===== src/rtl/evt_stamp_pkg.sv =====
package evt_stamp_pkg;
   localparam int unsigned REG_AW = 4;
   localparam int unsigned REG_DW = 32;
   localparam int unsigned MAX_CH = 8;

   // configuration field positions
   localparam int unsigned CFG_REN_LSB = 0;
   localparam int unsigned CFG_FEN_LSB = 8;
   localparam int unsigned CFG_RLK_LSB = 16;
   localparam int unsigned CFG_FLK_LSB = 24;

   // status / interrupt enable positions
   localparam int unsigned ST_RISE_LSB = 16;
   localparam int unsigned ST_FALL_LSB = 24;

   // channel select field
   localparam int unsigned SEL_LSB = 8;
   localparam int unsigned SEL_W   = 3;

   localparam logic [REG_AW-1:0] ADR_CFG      = 4'd0;
   localparam logic [REG_AW-1:0] ADR_STAT     = 4'd1;
   localparam logic [REG_AW-1:0] ADR_IEN_SET  = 4'd2;
   localparam logic [REG_AW-1:0] ADR_IEN_CLR  = 4'd3;
   localparam logic [REG_AW-1:0] ADR_SEL      = 4'd4;
   localparam logic [REG_AW-1:0] ADR_RISE_SEC = 4'd5;
   localparam logic [REG_AW-1:0] ADR_RISE_NS  = 4'd6;
   localparam logic [REG_AW-1:0] ADR_FALL_SEC = 4'd7;
   localparam logic [REG_AW-1:0] ADR_FALL_NS  = 4'd8;
endpackage


===== src/rtl/evt_stamp_sync.sv =====
module evt_stamp_sync #(
   parameter int unsigned W      = 8,
   parameter int unsigned STAGES = 2
) (
   input  logic         clk,
   input  logic         rst_n,
   input  logic [W-1:0] din,
   output logic [W-1:0] rise,
   output logic [W-1:0] fall
);
   logic [STAGES-1:0][W-1:0] sh;
   logic [W-1:0]             prev;

   always_ff @(posedge clk or negedge rst_n) begin
      if (!rst_n) begin
         sh   <= '0;
         prev <= '0;
      end else begin
         sh   <= {sh[STAGES-2:0], din};
         prev <= sh[STAGES-1];
      end
   end

   assign rise = sh[STAGES-1] & ~prev;
   assign fall = ~sh[STAGES-1] & prev;
endmodule


===== src/rtl/evt_stamp_slot.sv =====
module evt_stamp_slot #(
   parameter int unsigned SEC_W = 32,
   parameter int unsigned NS_W  = 30
) (
   input  logic             clk,
   input  logic             rst_n,
   input  logic             fire,
   input  logic             hold,
   input  logic [SEC_W-1:0] t_sec,
   input  logic [NS_W-1:0]  t_ns,
   output logic [SEC_W-1:0] q_sec,
   output logic [NS_W-1:0]  q_ns
);
   always_ff @(posedge clk or negedge rst_n) begin
      if (!rst_n) begin
         q_sec <= '0;
         q_ns  <= '0;
      end else if (fire && !hold) begin
         q_sec <= t_sec;
         q_ns  <= t_ns;
      end
   end
endmodule


===== src/rtl/evt_stamp_regs.sv =====
module evt_stamp_regs
   import evt_stamp_pkg::*;
#(
   parameter int unsigned N_CH  = 8,
   parameter int unsigned SEC_W = 32,
   parameter int unsigned NS_W  = 30
) (
   input  logic                       clk,
   input  logic                       rst_n,
   input  logic                       wr_en,
   input  logic [REG_AW-1:0]          wr_addr,
   input  logic [REG_DW-1:0]          wr_data,
   input  logic                       rd_en,
   input  logic [REG_AW-1:0]          rd_addr,
   output logic [REG_DW-1:0]          rd_data,
   input  logic [N_CH-1:0]            rise_fire,
   input  logic [N_CH-1:0]            fall_fire,
   input  logic [N_CH-1:0][SEC_W-1:0] rise_sec_q,
   input  logic [N_CH-1:0][SEC_W-1:0] fall_sec_q,
   input  logic [N_CH-1:0][NS_W-1:0]  rise_ns_q,
   input  logic [N_CH-1:0][NS_W-1:0]  fall_ns_q,
   output logic [N_CH-1:0]            rise_en,
   output logic [N_CH-1:0]            fall_en,
   output logic [N_CH-1:0]            rise_lock,
   output logic [N_CH-1:0]            fall_lock,
   output logic [N_CH-1:0]            rise_pend,
   output logic [N_CH-1:0]            fall_pend,
   output logic [N_CH-1:0]            rise_ien,
   output logic [N_CH-1:0]            fall_ien,
   output logic                       irq
);
   logic              wr_cfg, wr_st, wr_set, wr_clr, wr_sel;
   logic [N_CH-1:0]   clr_rise, clr_fall;
   logic [SEL_W-1:0]  sel_q;
   logic              sel_ok;
   logic [REG_DW-1:0] rd_next;

   assign wr_cfg = wr_en && (wr_addr == ADR_CFG);
   assign wr_st  = wr_en && (wr_addr == ADR_STAT);
   assign wr_set = wr_en && (wr_addr == ADR_IEN_SET);
   assign wr_clr = wr_en && (wr_addr == ADR_IEN_CLR);
   assign wr_sel = wr_en && (wr_addr == ADR_SEL);

   assign clr_rise = wr_st ? wr_data[ST_RISE_LSB +: N_CH] : '0;
   assign clr_fall = wr_st ? wr_data[ST_FALL_LSB +: N_CH] : '0;

   // configuration
   always_ff @(posedge clk or negedge rst_n) begin
      if (!rst_n) begin
         rise_en   <= '0;
         fall_en   <= '0;
         rise_lock <= '0;
         fall_lock <= '0;
      end else if (wr_cfg) begin
         rise_en   <= wr_data[CFG_REN_LSB +: N_CH];
         fall_en   <= wr_data[CFG_FEN_LSB +: N_CH];
         rise_lock <= wr_data[CFG_RLK_LSB +: N_CH];
         fall_lock <= wr_data[CFG_FLK_LSB +: N_CH];
      end
   end

   // status: a capture outranks a same-edge clear
   always_ff @(posedge clk or negedge rst_n) begin
      if (!rst_n) begin
         rise_pend <= '0;
         fall_pend <= '0;
      end else begin
         rise_pend <= (rise_pend & ~clr_rise) | rise_fire;
         fall_pend <= (fall_pend & ~clr_fall) | fall_fire;
      end
   end

   // interrupt enables through set / clear addresses
   always_ff @(posedge clk or negedge rst_n) begin
      if (!rst_n) begin
         rise_ien <= '0;
         fall_ien <= '0;
      end else if (wr_set) begin
         rise_ien <= rise_ien | wr_data[ST_RISE_LSB +: N_CH];
         fall_ien <= fall_ien | wr_data[ST_FALL_LSB +: N_CH];
      end else if (wr_clr) begin
         rise_ien <= rise_ien & ~wr_data[ST_RISE_LSB +: N_CH];
         fall_ien <= fall_ien & ~wr_data[ST_FALL_LSB +: N_CH];
      end
   end

   always_ff @(posedge clk or negedge rst_n) begin
      if (!rst_n)      sel_q <= '0;
      else if (wr_sel) sel_q <= wr_data[SEL_LSB +: SEL_W];
   end

   assign sel_ok = (32'(sel_q) < N_CH);

   always_comb begin
      rd_next = '0;
      case (rd_addr)
         ADR_CFG: begin
            rd_next[CFG_REN_LSB +: N_CH] = rise_en;
            rd_next[CFG_FEN_LSB +: N_CH] = fall_en;
            rd_next[CFG_RLK_LSB +: N_CH] = rise_lock;
            rd_next[CFG_FLK_LSB +: N_CH] = fall_lock;
         end
         ADR_STAT: begin
            rd_next[ST_RISE_LSB +: N_CH] = rise_pend;
            rd_next[ST_FALL_LSB +: N_CH] = fall_pend;
         end
         ADR_IEN_SET, ADR_IEN_CLR: begin
            rd_next[ST_RISE_LSB +: N_CH] = rise_ien;
            rd_next[ST_FALL_LSB +: N_CH] = fall_ien;
         end
         ADR_SEL:      rd_next[SEL_LSB +: SEL_W] = sel_q;
         ADR_RISE_SEC: if (sel_ok) rd_next[SEC_W-1:0] = rise_sec_q[sel_q];
         ADR_RISE_NS:  if (sel_ok) rd_next[NS_W-1:0]  = rise_ns_q[sel_q];
         ADR_FALL_SEC: if (sel_ok) rd_next[SEC_W-1:0] = fall_sec_q[sel_q];
         ADR_FALL_NS:  if (sel_ok) rd_next[NS_W-1:0]  = fall_ns_q[sel_q];
         default:      rd_next = '0;
      endcase
   end

   always_ff @(posedge clk or negedge rst_n) begin
      if (!rst_n)     rd_data <= '0;
      else if (rd_en) rd_data <= rd_next;
   end

   assign irq = |({fall_pend, rise_pend} & {fall_ien, rise_ien});
endmodule


===== src/rtl/evt_stamp_unit.sv =====
module evt_stamp_unit
   import evt_stamp_pkg::*;
#(
   parameter int unsigned N_CH        = 8,
   parameter int unsigned SEC_W       = 32,
   parameter int unsigned NS_W        = 30,
   parameter int unsigned SYNC_STAGES = 2
) (
   input  logic              clk,
   input  logic              rst_n,
   input  logic [N_CH-1:0]   ev_in,
   input  logic [SEC_W-1:0]  time_sec,
   input  logic [NS_W-1:0]   time_ns,
   input  logic              wr_en,
   input  logic [REG_AW-1:0] wr_addr,
   input  logic [REG_DW-1:0] wr_data,
   input  logic              rd_en,
   input  logic [REG_AW-1:0] rd_addr,
   output logic [REG_DW-1:0] rd_data,
   output logic              irq
);
   // elaboration-time parameter checks
   if (N_CH < 1 || N_CH > MAX_CH) begin : g_bad_ch
      $error("evt_stamp_unit: N_CH must lie in 1..8");
   end
   if (SEC_W < 1 || SEC_W > REG_DW) begin : g_bad_sec
      $error("evt_stamp_unit: SEC_W must fit a register word");
   end
   if (NS_W < 1 || NS_W > REG_DW) begin : g_bad_ns
      $error("evt_stamp_unit: NS_W must fit a register word");
   end
   if (SYNC_STAGES < 2) begin : g_bad_sync
      $error("evt_stamp_unit: SYNC_STAGES must be at least 2");
   end

   logic [N_CH-1:0] rise_edge, fall_edge, rise_fire, fall_fire;
   logic [N_CH-1:0] rise_en, fall_en, rise_lock, fall_lock;
   logic [N_CH-1:0] rise_pend, fall_pend, rise_ien, fall_ien;
   logic [N_CH-1:0][SEC_W-1:0] rise_sec_q, fall_sec_q;
   logic [N_CH-1:0][NS_W-1:0]  rise_ns_q, fall_ns_q;

   evt_stamp_sync #(.W(N_CH), .STAGES(SYNC_STAGES)) u_sync (
      .clk  (clk),
      .rst_n(rst_n),
      .din  (ev_in),
      .rise (rise_edge),
      .fall (fall_edge)
   );

   assign rise_fire = rise_edge & rise_en;
   assign fall_fire = fall_edge & fall_en;

   for (genvar ch = 0; ch < N_CH; ch++) begin : g_ch
      evt_stamp_slot #(.SEC_W(SEC_W), .NS_W(NS_W)) u_rise (
         .clk  (clk),
         .rst_n(rst_n),
         .fire (rise_fire[ch]),
         .hold (rise_lock[ch] & rise_pend[ch]),
         .t_sec(time_sec),
         .t_ns (time_ns),
         .q_sec(rise_sec_q[ch]),
         .q_ns (rise_ns_q[ch])
      );
      evt_stamp_slot #(.SEC_W(SEC_W), .NS_W(NS_W)) u_fall (
         .clk  (clk),
         .rst_n(rst_n),
         .fire (fall_fire[ch]),
         .hold (fall_lock[ch] & fall_pend[ch]),
         .t_sec(time_sec),
         .t_ns (time_ns),
         .q_sec(fall_sec_q[ch]),
         .q_ns (fall_ns_q[ch])
      );
   end

   evt_stamp_regs #(.N_CH(N_CH), .SEC_W(SEC_W), .NS_W(NS_W)) u_regs (
      .clk       (clk),
      .rst_n     (rst_n),
      .wr_en     (wr_en),
      .wr_addr   (wr_addr),
      .wr_data   (wr_data),
      .rd_en     (rd_en),
      .rd_addr   (rd_addr),
      .rd_data   (rd_data),
      .rise_fire (rise_fire),
      .fall_fire (fall_fire),
      .rise_sec_q(rise_sec_q),
      .fall_sec_q(fall_sec_q),
      .rise_ns_q (rise_ns_q),
      .fall_ns_q (fall_ns_q),
      .rise_en   (rise_en),
      .fall_en   (fall_en),
      .rise_lock (rise_lock),
      .fall_lock (fall_lock),
      .rise_pend (rise_pend),
      .fall_pend (fall_pend),
      .rise_ien  (rise_ien),
      .fall_ien  (fall_ien),
      .irq       (irq)
   );
endmodule


===== config.mk =====
export PLATFORM = sky130hd
export DESIGN_NAME = evt_stamp_unit
export DESIGN_NICKNAME = d
export VERILOG_FILES = /design/src/rtl/evt_stamp_pkg.sv /design/src/rtl/evt_stamp_sync.sv /design/src/rtl/evt_stamp_slot.sv /design/src/rtl/evt_stamp_regs.sv /design/src/rtl/evt_stamp_unit.sv
export SDC_FILE = /design/constraint.sdc
export NUM_CORES = 1
export LEC_CHECK = 0
export BUFFER_PORTS_ARGS = -buffer_cell sky130_fd_sc_hd__buf_2
export CORE_MARGIN = 3
export CORE_UTILIZATION = 55
export CTS_BUF_LIST = sky130_fd_sc_hd__clkbuf_16
export CTS_CLUSTER_SIZE = 24
export DETAILED_ROUTE_END_ITERATION = 16
export HOLD_SLACK_MARGIN = 0.12
export PLACE_DENSITY_LB_ADDON = 0.15
export RECOVER_POWER = 100
export SETUP_SLACK_MARGIN = 0.4
export SYNTH_ARGS = -nofsm -noshare
export SYNTH_HDL_FRONTEND = slang
export SYNTH_HIERARCHICAL = 1
export SYNTH_SLANG_ARGS = --single-unit

===== constraint.sdc =====
create_clock -name clk -period 2.4 [get_ports clk]
set_input_delay 0.48 -clock clk [delete_from_list [all_inputs] [get_ports clk]]
set_output_delay 0.48 -clock clk [all_outputs]
set_load 0.005 [all_outputs]

Yosys cells after proc, flatten, opt, wreduce, memory -nomap -nowiden
Cells that the tools add are included.
{"block": "word_totals", "regBits": 1115, "input_bits": 114, "out_inout_bits": 33}
{"block": "classes", "n_lt_le_gt_ge": 1, "n_eq_ne": 12, "muxes": 19, "bitwise": 35, "reduce_logical": 42}
{"operator": "32-bit binary-select mux with 3-bit select", "count": 2}
{"operator": "30-bit binary-select mux with 3-bit select", "count": 2}
{"operator": "14-bit case mux with 7 select lines", "count": 1}
{"operator": "8-bit bitwise AND", "count": 8}
{"operator": "32-bit two-way mux", "count": 2}
{"operator": "30-bit two-way mux", "count": 2}
{"operator": "8-bit two-way mux", "count": 6}
{"operator": "8-bit inverter", "count": 6}
{"operator": "8-bit case mux with 5 select lines", "count": 1}
{"operator": "8-bit bitwise OR", "count": 4}
{"operator": "5-bit case mux with 5 select lines", "count": 1}
{"operator": "1-bit logical AND", "count": 21}
{"operator": "4-bit by 3-bit == test with 1-bit output, second input constant", "count": 5}
{"operator": "3-bit case mux with 6 select lines", "count": 1}
{"operator": "1-bit bitwise AND", "count": 16}
{"operator": "16-bit bitwise AND", "count": 1}
{"operator": "4-bit by 2-bit == test with 1-bit output, second input constant", "count": 4}
{"operator": "1-bit zero test", "count": 16}
{"operator": "16-bit OR reduction", "count": 1}
{"operator": "2-bit case mux with 5 select lines", "count": 1}
{"operator": "4-bit by 1-bit == test with 1-bit output, second input constant", "count": 2}
{"operator": "4-bit zero test", "count": 2}
{"operator": "4-bit == test, second input constant", "count": 1}
{"operator": "3-bit by 4-bit < comparator with 1-bit output, second input constant", "count": 1}
{"operator": "other kinds (2)", "count": 2}

Longest topological paths before layout
{"block": "depth", "ltp_word": 6, "ltp_mapped": 9, "ltp_nobuf": 5}

Hierarchy
Netlist, hierarchy kept.
{"mod": "evt_stamp_slot", "instances": 16, "cells_per_inst": 132, "area_each_um2": 2628.8}
{"mod": "evt_stamp_regs", "instances": 1, "cells_per_inst": 964, "area_each_um2": 12192.9}
{"mod": "evt_stamp_sync", "instances": 1, "cells_per_inst": 40, "area_each_um2": 740.7}
{"mod": "evt_stamp_unit", "instances": 1, "cells_per_inst": 32, "area_each_um2": 200.2}

Least setup slack after synthesis
No wires, ideal clock.
{"block": "synth_path", "path_kind": "register -> register", "startpoint": "register u_regs.sel_q[1]", "endpoint": "register u_regs.rd_data[3]", "arrival_time_ns": 1.912, "required_ns": 2.274, "path_slack_ns": 0.362, "path_stages_with_launch": 8, "n_path_buf": 3, "cell_sequence": "dfrtp_1 > buf_2 > buf_2 > clkbuf_1 > mux4_2 > a22oi_1 > nand3_1 > a221o_1"}
{"block": "synth_between", "elab_chain_cells": 3, "elab_cells_between_ends": 9, "classes_between": "mux: 9"}
{"item": "from (decl)", "line": "evt_stamp_regs.sv:34", "rtl": "logic [SEL_W-1:0] sel_q;"}
{"item": "from (signal assigned)", "line": "evt_stamp_regs.sv:89", "rtl": "else if (wr_sel) sel_q <= wr_data[SEL_LSB +: SEL_W];"}
{"item": "30-bit binary-select mux with 3-bit select, or another cell as far along", "line": "evt_stamp_regs.sv:115", "rtl": "ADR_FALL_NS: if (sel_ok) rd_next[NS_W-1:0] = fall_ns_q[sel_q];"}
{"item": "30-bit two-way mux (implied by the code), or another cell as far along", "line": "evt_stamp_regs.sv:115"}
{"item": "8-bit case mux with 5 select lines (*)", "line": "evt_stamp_regs.sv:96", "rtl": "case (rd_addr)"}
{"item": "to (signal assigned)", "line": "evt_stamp_regs.sv:122", "rtl": "else if (rd_en) rd_data <= rd_next;"}
{"item": "to (decl)", "line": "evt_stamp_regs.sv:15", "rtl": "output logic [REG_DW-1:0] rd_data,"}
Mark *: on every way between the ends. The rest lies on a longest branch, timed or not. The select of a mux whose other input is x is not followed.
A chain may end at the register's enable or synchronous reset.

Final worst setup path
{"block": "layout_path", "startpoint": "register u_sync.prev[3]", "endpoint": "register g_ch[3].u_rise.q_ns[1]"}
{"block": "layout_between", "elab_chain_cells": 4}
{"item": "from (decl)", "line": "evt_stamp_sync.sv:12", "rtl": "logic [W-1:0] prev;"}
{"item": "from (signal assigned)", "line": "evt_stamp_sync.sv:20", "rtl": "prev <= sh[STAGES-1];"}
{"item": "8-bit inverter", "line": "evt_stamp_sync.sv:24", "rtl": "assign rise = sh[STAGES-1] & ~prev;"}
{"item": "8-bit bitwise AND", "line": "evt_stamp_sync.sv:24"}
{"item": "via rise_edge[3]", "line": "evt_stamp_unit.sv:36", "rtl": "logic [N_CH-1:0] rise_edge, fall_edge, rise_fire, fall_fire;"}
{"item": "8-bit bitwise AND", "line": "evt_stamp_unit.sv:50", "rtl": "assign rise_fire = rise_edge & rise_en;"}
{"item": "via rise_fire[3]", "line": "evt_stamp_unit.sv:36"}
{"item": "1-bit logical AND", "line": "evt_stamp_slot.sv:18", "rtl": "end else if (fire && !hold) begin"}
{"item": "to (signal assigned)", "line": "evt_stamp_slot.sv:20", "rtl": "q_ns <= t_ns;"}
{"item": "to (decl)", "line": "evt_stamp_slot.sv:12", "rtl": "output logic [NS_W-1:0] q_ns"}
The timed path passes the listed nets, and every way through them passes these cells.

==> impl_metrics.env <==
export IMPL_outcome="complete, but fails checks"
export IMPL_violations="setup timing"
export IMPL_drive_gt1_share_pct=42.73
export IMPL_min_period_ns=2.587
export IMPL_peakVddDrop_mv=0.7135
export IMPL_routed_wl_mm=158.7
export IMPL_min_path_type="input pin to register"
export IMPL_clk_path_buf_depth=3
export IMPL_path_delay_family="buffers and inverters"
export IMPL_max_freq_mhz=386.5
export IMPL_setup_viol=163
export IMPL_ys_ff_latch=1115
export IMPL_dr_pass1_iters=5
export IMPL_ys_types=52
export IMPL_fin_worst_hold_slack_ns=0.2164
export IMPL_hold_end="g_ch[2].u_rise/q_sec[30]"
export IMPL_crit_buf_inv=2
export IMPL_grt_start_max_net_pins=108
export IMPL_critPathLaunchType="register"
export IMPL_final_cell_mix="dfrtp_1 (1110), mux2_4 (540), mux2_1 (435), mux4_2 (236), buf_4 (150)"
export IMPL_hold_viol=0
export IMPL_worstPathCellList="and2b_2 > and2_1 > nor2b_1 > clkbuf_2 > buf_4 > mux2_4"
export IMPL_finalSetupTns_ns=-12.12
export IMPL_rows=115
export IMPL_vias_per_cell=6.282
export IMPL_grt_setup_unrepaired="true"
export IMPL_clock_root_buffer="clkbuf_16"
export IMPL_cp_max_fo=17
export IMPL_reg2reg_from="u_sync/prev[3]"
export IMPL_report_final_slew_viol_count=0
export IMPL_numCtsBuffers=118
export IMPL_final_common_cell="dfrtp_1"
export IMPL_critPathKind="register to register"
export IMPL_synth_area_mm2=0.05519
export IMPL_slew_headroom_pct=3.171
export IMPL_yosysWarnings=6
export IMPL_dp_hpwl_mm=100.5
export IMPL_grt_pass1_wl_mm=238.1
export IMPL_grt_util_all_layers_pct=30.92
export IMPL_htree_levels=3
export IMPL_gp_congestion=0.9036
export IMPL_dieArea_mm2=0.1042
export IMPL_cp_end_kind="register"
export IMPL_final_nets=3705
export IMPL_initial_core_util_pct=55.75
export IMPL_fin_ws_ns=-0.1874
export IMPL_clkSlewWorstSetupHoldPaths_ns=0.06
export IMPL_drt_wirelength_per_cell_um=31.85
export IMPL_arrival_ns=3.18
export IMPL_whs_path_depth=2
export IMPL_clock_skew_final_ns=0.02538
export IMPL_maxCapViolCount=0
export IMPL_overflow=0
export IMPL_drtIter0Drc=2716
export IMPL_antenna_found_initial=16
export IMPL_area_growth_pct=11.72
export IMPL_core_area_mm2=0.09899
export IMPL_chipHeight_um=322.8
export IMPL_synth_cells=3148
export IMPL_r2r_setup_slack_ns=-0.19
export IMPL_fin_crit_sh_pct=107.8
export IMPL_power_density_mw_per_mm2=1259
export IMPL_port_buffers=146
export IMPL_power_leakage_nw=26.95
export IMPL_ios=147
export IMPL_worst_pin_slew_ns=1.452
export IMPL_postRouteAntennaNets=0
export IMPL_rr_endpoint="g_ch[3].u_rise/q_ns[1]"
export IMPL_yosysSeqAreaShare_pct=50.55
export IMPL_holdCritStartpoint="time_sec[30]"
export IMPL_synth_nets=3262
export IMPL_critical_path_slowest_cell="clkbuf_2"
export IMPL_dr_total_vias=31300
export IMPL_required_ns=2.99
export IMPL_grt_pass1_vias=34010
export IMPL_remaining_drc_errors=0
export IMPL_synth_area_per_cell_um2=17.53
export IMPL_clk_latency_ns=0.72
export IMPL_cts_sinks=1115
export IMPL_max_stage_delay_ns=0.76
export IMPL_r2r_cells=6
export IMPL_tritoncts="done"
export IMPL_fp_dieW_um=322.8
[metal layers]
metal	track usage, %	vias to the layer above	routed length, um
met4	10.44	4	6228
met2	48.32	1237	74090
met3	5.622	321	11140
li1	-	12710	-
met5	0	-	34
met1	44.05	17030	67220
[layout make-up]
class | instances | area [um^2]
fillers | 7463 | 37330
flip-flops and latches | 1115 | 27910
multi-input cells | 1807 | 23340
repair buffers | 547 | 4937
clock buffers | 118 | 2953
well taps | 1287 | 1610
clock inverters | 99 | 887.1
diodes | 8 | 20.02
inverters | 2 | 7.507
[flip-flops by register name (all words and copies together) (netlist names), named ones only]
name	cells
u_regs/rd_data	32
g_ch.u_fall/q_sec	256
u_regs/rise_en	8
u_regs/sel_q	3
g_ch.u_rise/q_sec	256
u_sync/prev	8
g_ch.u_fall/q_ns	240
u_regs/fall_en	8
u_regs/fall_pend	8
u_regs/rise_lock	8
u_regs/rise_pend	8
u_regs/fall_lock	8
u_sync/sh	16
g_ch.u_rise/q_ns	240
[worst max-delay path by stage]
stage                        start                endpoint  slack, ns  cells after the start
6_report            u_sync/prev[3]  g_ch[3].u_rise/q_ns[1]      -0.19                      6
4_1_cts        u_regs/rise_pend[7]                     irq      -0.09                      4
3_3_place_gp       u_regs/sel_q[0]      u_regs/rd_data[17]      -0.22                      6
3_5_place_dp       u_regs/sel_q[0]      u_regs/rd_data[17]      -0.23                      6
2_1_floorplan      u_regs/sel_q[0]      u_regs/rd_data[11]       0.42                      7
5_1_grt                   register                     irq      -0.18                      4
[what timing repair did]
action	4_1_cts	5_1_grt
hold buffers	41	0
gates cloned	16	4
hold endpoints to repair	326	0
setup endpoints to repair	218	203
gates resized for setup	174	36
pin swaps	68	33
setup buffers	66	31
[Yosys cell counts (all sizes together)]
library cell | number | area [um^2]
nand4 | 28 | 175.2
mux2i | 68 | 680.7
mux4 | 236 | 5315
inv | 2 | 7.510
mux2 | 1041 | 15330
a22o | 23 | 201.4
o21a | 2 | 15.01
and3 | 12 | 75.07
and2b | 17 | 147.6
o21ai | 5 | 25.02
a221oi | 21 | 190.2
o2bb2ai | 1 | 8.760
clkbuf | 43 | 161.4
o22ai | 12 | 75.07
a32oi | 1 | 8.760
nand4b | 2 | 17.52
nor2 | 22 | 82.58
dfrtp | 1115 | 27900
buf | 181 | 2711
and3b | 1 | 8.760
nor4bb | 2 | 20.02
nor2b | 37 | 351.6
a2bb2oi | 1 | 8.760
a211oi | 2 | 20.02
and2 | 35 | 219.0
a22oi | 37 | 277.8
o22a | 13 | 113.9
or4b | 1 | 10.01
a2111oi | 1 | 8.760
nand2b | 1 | 6.260
nor4b | 1 | 15.01
a221o | 15 | 150.1
a31oi | 21 | 131.4
a211o | 3 | 26.28
nor3b | 1 | 7.510
a21o | 17 | 127.6
nand2 | 68 | 255.2
a21oi | 29 | 145.1
and4b | 1 | 10.01
nor4 | 3 | 25.02
nor3 | 3 | 15.01
nand3 | 23 | 115.1
[cells by family (layout without fill, tap and decap cells)]
logic type	Yosys count	in the layout	synth area share [%]
flops	1115	1115	50.55
compound gates	204	204	2.779
mux	1345	1345	38.63
other cells	0	8	0
simple gates	258	258	2.820
buf+inv	226	766	5.218
[metrics by stage]
step           instances  setup slack (ns)  util, %  instance area (um^2)  total power, mW
2_1_floorplan       3148            0.4190        -                 55200            51.93
3_3_place_gp        4600           -0.2197    58.22                 57630            58.90
3_5_place_dp        4600           -0.2295    58.22                 57630            60.06
4_1_cts             4940          -0.09329    64.42                 63770            80.91
5_1_grt             4980           -0.1755    62.28                 61660            80.93
6_report            4983           -0.1874    62.29                 61670            77.66
[where the power goes]
part           total, mW  internal, mW  switching [mW]
sequential          32.8          27.6            5.22
combinational       26.4          16.2            10.2
clock               18.4          10.6            7.78
Note: power is estimated with default switching activity, not from simulation.
